--- src/rtl/lcd_drv_pkg.sv ---
package lcd_drv_pkg;
  localparam int SEG_W = 7;
  typedef logic [SEG_W-1:0] seg7_t;
  localparam seg7_t SEG_DARK = '0;
endpackage

--- src/rtl/lcd_bp_divider.sv ---
module lcd_bp_divider #(
  parameter int HALF_CYC = 400
) (
  input  logic clk,
  input  logic rst,
  output logic bp,
  output logic bp_next
);
  localparam int CW = (HALF_CYC > 1) ? $clog2(HALF_CYC) : 1;
  localparam logic [CW-1:0] LAST = CW'(HALF_CYC - 1);

  logic [CW-1:0] cnt;
  logic          wrap;

  assign wrap    = (cnt == LAST);
  assign bp_next = bp ^ wrap;

  always_ff @(posedge clk) begin
    if (rst) begin
      cnt <= '0;
      bp  <= 1'b0;
    end else begin
      cnt <= wrap ? '0 : cnt + 1'b1;
      bp  <= bp_next;
    end
  end
endmodule

--- src/rtl/lcd_digit_decoder.sv ---
module lcd_digit_decoder
  import lcd_drv_pkg::*;
(
  input  logic [3:0] bcd,
  input  logic       blank,
  output seg7_t      seg
);
  always_comb begin
    seg = SEG_DARK;
    if (!blank) begin
      unique case (bcd)
        4'd0:    seg = 7'h3F;
        4'd1:    seg = 7'h06;
        4'd2:    seg = 7'h5B;
        4'd3:    seg = 7'h4F;
        4'd4:    seg = 7'h66;
        4'd5:    seg = 7'h6D;
        4'd6:    seg = 7'h7D;
        4'd7:    seg = 7'h07;
        4'd8:    seg = 7'h7F;
        4'd9:    seg = 7'h6F;
        default: seg = SEG_DARK;
      endcase
    end
  end
endmodule

--- src/rtl/lcd_static_driver.sv ---
module lcd_static_driver
  import lcd_drv_pkg::*;
#(
  parameter int DIV_RATIO = 800,
  parameter int DIGITS    = 3
) (
  input  logic                  clk,
  input  logic                  rst,
  input  logic [DIGITS*4-1:0]   digits_bcd,
  input  logic                  lead_one,
  input  logic                  neg,
  input  logic                  ovr,
  input  logic                  lamp_test,
  output logic                  bp,
  output logic [DIGITS*SEG_W-1:0] seg_digits,
  output logic                  seg_lead,
  output logic                  seg_minus
);
  localparam int HALF_CYC = DIV_RATIO / 2;
  localparam int NSEG     = DIGITS * SEG_W;

  logic            bp_next;
  logic [NSEG-1:0] lit_digits;
  logic            lit_lead;
  logic            lit_minus;
  logic [NSEG-1:0] drv_digits;
  logic            drv_lead;
  logic            drv_minus;

  lcd_bp_divider #(.HALF_CYC(HALF_CYC)) u_div (
    .clk    (clk),
    .rst    (rst),
    .bp     (bp),
    .bp_next(bp_next)
  );

  for (genvar d = 0; d < DIGITS; d++) begin : g_dig
    lcd_digit_decoder u_dec (
      .bcd  (digits_bcd[d*4 +: 4]),
      .blank(ovr),
      .seg  (lit_digits[d*SEG_W +: SEG_W])
    );
  end

  assign lit_lead  = lead_one | ovr;
  assign lit_minus = neg;

  always_comb begin
    if (lamp_test) begin
      drv_digits = '1;
      drv_lead   = 1'b1;
      drv_minus  = 1'b1;
    end else begin
      drv_digits = lit_digits ^ {NSEG{bp_next}};
      drv_lead   = lit_lead ^ bp_next;
      drv_minus  = lit_minus ^ bp_next;
    end
  end

  always_ff @(posedge clk) begin
    if (rst) begin
      seg_digits <= '0;
      seg_lead   <= 1'b0;
      seg_minus  <= 1'b0;
    end else begin
      seg_digits <= drv_digits;
      seg_lead   <= drv_lead;
      seg_minus  <= drv_minus;
    end
  end
endmodule

--- config.mk ---
export PLATFORM = sky130hd
export DESIGN_NAME = lcd_static_driver
export DESIGN_NICKNAME = d
export VERILOG_FILES = /design/src/rtl/lcd_drv_pkg.sv /design/src/rtl/lcd_bp_divider.sv /design/src/rtl/lcd_digit_decoder.sv /design/src/rtl/lcd_static_driver.sv
export SDC_FILE = /design/constraint.sdc
export NUM_CORES = 1
export LEC_CHECK = 0
export CAP_MARGIN = 20
export CORE_MARGIN = 1
export CORE_UTILIZATION = 35
export DETAILED_ROUTE_END_ITERATION = 8
export GPL_TIMING_DRIVEN = 0
export SLEW_MARGIN = 10
export SYNTH_ARGS = -nofsm -noshare
export SYNTH_HDL_FRONTEND = slang
export SYNTH_HIERARCHICAL = 1
export SYNTH_SLANG_ARGS = --single-unit
--- constraint.sdc ---
create_clock -name clk -period 1.62 [get_ports clk]
set_input_delay 0.324 -clock clk [delete_from_list [all_inputs] [get_ports clk]]
set_output_delay 0.324 -clock clk [all_outputs]
set_load 0.01 [all_outputs]
# --- Word-level counts from Yosys, hierarchy flattened ---
# Memory sizes are Yosys's and may differ from the RTL's.
# Cells that the tools add are included.
totals:
  ff_bits: 33
  romBits: 336
  input_bits: 18
  output_inout_bits: 24
  wordCells: 22
  mem_count: 3
memory_table:
  columns: ["name", "words", "width", "read_ports", "rd_clocked_by_memory_dff", "wr", "line_no", "rtl"]
  rows:
  - ["(no name shown)", 16, 7, 1, 0, 0, "lcd_digit_decoder.sv:11", "unique case (bcd)"]
  - ["(no name shown)", 16, 7, 1, 0, 0, "lcd_digit_decoder.sv:11", null]
  - ["(no name shown)", 16, 7, 1, 0, 0, "lcd_digit_decoder.sv:11", null]
op_classes:
  addsub: 1
  n_eq_ne: 1
  muxes: 6
  bitwise_logic: 5
  reduce_logical: 1
op_table:
  columns: ["operator", "n"]
  rows:
  - ["$mux W21", 1]
  - ["$mux W7", 3]
  - ["$xor A21 B21 Y21", 1]
  - ["$add A9 B1 Y9 const B", 1]
  - ["$eq A9 B9 Y1 const B", 1]
  - ["$xor A1 B1 Y1", 3]
  - ["$mux W1", 2]
  - ["$reduce_or A2 Y1", 1]
  - ["$or A1 B1 Y1", 1]

# --- Longest topological paths before layout ---
depth:
  ltp_word: 4
  mapped_depth: 8
  mapped_depth_nobuf: 7

# --- Cells and area by module ---
# Netlist, hierarchy kept.
by_module_without_submodules:
  columns: ["mod", "instances", "cells_each", "area_each_um2", "seq_area_each_um2"]
  rows:
  - ["lcd_static_driver", 1, 79, 859.6, 460.4]
  - ["lcd_digit_decoder", 3, 31, 230.2, 0.0]
  - ["lcd_bp_divider", 1, 50, 469.2, 200.2]

# --- Worst setup path after synthesis ---
# No wires, ideal clock.
synth_timing:
  path_kind: "register to register"
  startpoint: "reg u_div.cnt[0]"
  endpoint: "reg seg_digits[0]"
  setup_ns: 0.133
  arrival_time_ns: 1.496
  t_required_ns: 1.487
  path_slack_ns: -0.008
  stages_incl_launch_ff: 9
  path_buffers: 2
  synth_period_minus_slack_ns: 1.628
  path_cell_list: "dfxtp_1 -> ha_1 -> and3_1 -> nand3_2 -> xnor2_1 -> buf_6 -> buf_12 -> xnor2_1 -> a21oi_1"
synth_between:
  elab_chain_len: 4
synth_lines:
  columns: ["element", "line_no", "rtl"]
  rows:
  - ["from (decl)", "lcd_bp_divider.sv:12", "logic [CW-1:0] cnt;"]
  - ["from (signal assigned)", "lcd_bp_divider.sv:23", "cnt <= wrap ? '0 : cnt + 1'b1;"]
  - ["$eq A9 B9 Y1", "lcd_bp_divider.sv:15", "assign wrap = (cnt == LAST);"]
  - ["$xor A1 B1 Y1", "lcd_bp_divider.sv:16", "assign bp_next = bp ^ wrap;"]
  - ["net bp_next", "lcd_static_driver.sv:22", "logic bp_next;"]
  - ["$xor A21 B21 Y21", "lcd_static_driver.sv:54", "drv_digits = lit_digits ^ {NSEG{bp_next}};"]
  - ["$mux W21", "lcd_static_driver.sv:49", "if (lamp_test) begin"]
  - ["to (signal assigned)", "lcd_static_driver.sv:66", "seg_digits <= drv_digits;"]
  - ["to (decl)", "lcd_static_driver.sv:15", "output logic [DIGITS*SEG_W-1:0] seg_digits,"]
# The timed path passes the listed nets, and every way through them passes these cells.
# A chain may end at the register's enable or synchronous reset.

# --- Worst setup path after layout ---
layout_timing:
  startpoint: "reg u_div.cnt[4]"
  endpoint: "reg seg_digits[11]"
# The elaborated chain is that of the path after synthesis.

==> reports/results.ini <==
[clock_network]
clock_sinks = 33
numCtsBuffers = 5
cts_buffer_depth = 2
cts.reportedPaths.clkPinSlew_ns = 0.07
cts_max_level = 2
cts_tree = yes
clock-root-buffer = clkbuf_8
insertion_delay_ns = 0.29

[placed_design]
pre_cts_ws_ns = -0.669
hpwl_um = 2840
place.gp.congestion = 0.844
port_buffers = 38

[power]
p_sw_share_pct = 24.5
internal_power_mw = 1.58
max-vdd-ir-drop_v = 0.000409
combPwrFrac_pct = 19.6
power_density_nw_per_um2 = 749
seq_power_share_pct = 41.8
p_sw_mw = 0.515
leakage_nw = 1.07
power_frac_clock_pct = 38.6

[detailed_routing]
viasPerCell = 4.71
wl_per_cell_um = 12.1
route.detailed.drc = 0
vias = 1645
antenna_left = 0
first_pass_iters = 4
totalWireLength_um = 4210
dr.first_iter.drc_count = 75

[synth]
netlist_area_um2 = 2020
synth_most_common_cell = dfxtp_1
synth_commonest_cells = dfxtp_1 (33), a21oi_1 (32), xnor2_1 (27), ha_1 (16), nor2_1 (13)
synth_seq_cells = 33
synthCells = 222
synth_area_leaders = dfxtp_1 (33%), xnor2_1 (12%), ha_1 (9.9%), a21oi_1 (7.9%), nand2b_1 (3.7%)
synth_top_cell_area_share_pct = 32.7
avgSynthCellArea_um2 = 9.10
ys.flop_type = dfxtp_1
yosysTopAreaCell = dfxtp_1
async_flop_share_pct = 0
syn_nets = 256
synth_edf_count = 0
synth.distinct_cells = 38
ys_seq_area_share_pct = 32.7
ys_warn_count = 6

[die]
io-pin-count = 42
dieArea_um2 = 6080
row_count = 27
die_h_um = 78.0
core_um2 = 5540
die_w_um = 78.0
start_util_pct = 36.4

[finish]
drive_above_1_share_pct = 19.9
insertedDiodeCount = 0
area_growth_pct = 38.7
finalNetCount = 310
fin_util_pct = 50.5
fill_cells = 540

[setup_path]
end_kind = flop
crit_type = reg -> reg
timing.rr.start = u_div/cnt[4]
worstSetupStartpointType = flop
cp.arrival_ns = 1.82
slowest_stage = dfxtp_4
timing.critical_path.buf_inv = 2
cp_cell_sequence = nor4b_4, nand3_2, xnor2_2, buf_6, clkbuf_16, xnor2_1, a21oi_1
worstPathRequired_ns = 1.77
crit_start = u_div/cnt[4]
slowest_delay_ns = 0.36
cp_top_family = simple AND/OR/NAND/NOR gates
critPathMaxFanout = 7

[grt]
grt_max_degree = 27
grtUsageTotal_pct = 15.0
antenna_found_initial = 0
grt_pass1_wl_um = 7130
grt.overflow.total = 0
grt_pass1_vias = 1603

[timing]
period_needed_ns = 1.68
clock_skew_ns = 0.0119
final-hold-violation-count = 0
slew_headroom_pct = 64.4
finalMaxSlewViolations = 0
post-route-period-util_pct = 103
fmax_ghz = 0.597
setup_viol = 21
worst_pin_slew_ns = 0.534
rsz0062_at_grt = yes
setup_ws_ns = -0.0552
fin_tns_setup_ns = -0.637

[run_status]
outcome = finished, violations left
violations = setup timing

[min_path]
hold_start = u_div/cnt[0]
hold_path_class = reg -> reg

[job]
maxCapViolCount = 0

[area by class of cell]
type | instances | area [um^2] | area share (%)
Inverter | 9 | 33.8 | 1.21
Sequential cell | 33 | 671 | 23.9
Clock inverter | 1 | 30.0 | 1.07
Clock buffer | 7 | 86.3 | 3.08
Tap cell | 72 | 90.1 | 3.22
Multi-Input combinational cell | 169 | 1330 | 47.4
Timing Repair Buffer | 47 | 457 | 16.3
Buffer | 11 | 105 | 3.75
[logic make-up after synthesis]
| kind of cell | synth area share, % |
|---|---|
| buffers and inverters | 6.88 |
| DFF | 32.7 |
| AOI/OAI and AO/OA | 16.9 |
| muxes | 2.23 |
| and+or+nand+nor | 19.2 |
| xor gates and xnor gates | 12.1 |
| adders and majority gates | 9.91 |
[timing repair]
action | 4_1_cts | 5_1_grt
pin swaps | 3 | 11
cloned | 0 | 1
hold buffers | 0 | 0
gates resized for setup | 14 | 14
endpoints found under the setup margin | 23 | 24
setup buffers | 7 | 1
[worst register-to-register path, stage by stage (launching register included)]
cell	delay, ns
dfxtp_4	0.36
nor4b_4	0.33
nand3_2	0.15
xnor2_2	0.17
buf_6	0.18
clkbuf_16	0.17
xnor2_1	0.11
a21oi_1	0.08
[worst paths after layout]
path	slack (ns)	depth (start not counted)	endpoint
max	-0.06	7	seg_digits[11]
min	0.52	2	u_div/cnt[0]
max reg2reg	-0.06	7	seg_digits[11]
min reg2reg	0.52	2	u_div/cnt[0]
[flip-flops by register name, summed over array words and instances (netlist names)]
register and cells:
seg_digits 21, seg_lead 1, seg_minus 1, u_div/bp 1
u_div/cnt 9
[cells in the final DEF, fill, tap and decap left out, drive strengths merged, types with 2 or more instances in the layout]
| cell type | synthesis | routed |
|---|---|---|
| nor2 | 13 | 13 |
| or3 | 3 | 3 |
| o21ai | 7 | 7 |
| clkdlybuf4s50 | 0 | 34 |
| ha | 16 | 16 |
| o22ai | 9 | 9 |
| dfxtp | 33 | 33 |
| xnor2 | 27 | 27 |
| a21o | 3 | 3 |
| nor2b | 8 | 8 |
| o31ai | 3 | 3 |
| inv | 9 | 9 |
| a21oi | 32 | 32 |
| nand3 | 5 | 5 |
| nand2 | 3 | 3 |
| or2 | 10 | 10 |
| and3 | 2 | 2 |
| mux2i | 3 | 3 |
| dlygate4sd2 | 0 | 3 |
| buf | 7 | 15 |
| clkbuf | 4 | 13 |
| nand2b | 15 | 15 |
[per-layer routing]
metal  vias to the layer above  share of wire (%)  track usage [%]
met5                         -                  0                0
met3                         8                3.7             4.47
li1                        862                  -                -
met2                        32                 47             25.0
met4                         0                1.8             5.93
met1                       743                 48             18.1
[metrics by stage]
stage	cell area [um^2]	instances	hold slack, ns	power, mW
after floorplan	2020	222	0.393	1.11
after global placement	2490	332	0.433	1.28
after detailed placement	2490	332	0.438	1.28
final	2800	349	0.521	2.10
after CTS	2710	347	0.521	2.11
after global routing	2800	349	0.547	2.21
[power groups by stage]
stage / clock network [mW] / logic (mW) / registers, mW
final: 0.810 / 0.411 / 0.877
after global routing: 0.877 / 0.455 / 0.881
after CTS: 0.828 / 0.400 / 0.879
after detailed placement: 0 / 0.388 / 0.894
after global placement: 0 / 0.386 / 0.895
after floorplan: 0 / 0.195 / 0.914
No activity file was read; power rests on OpenSTA's default activity.
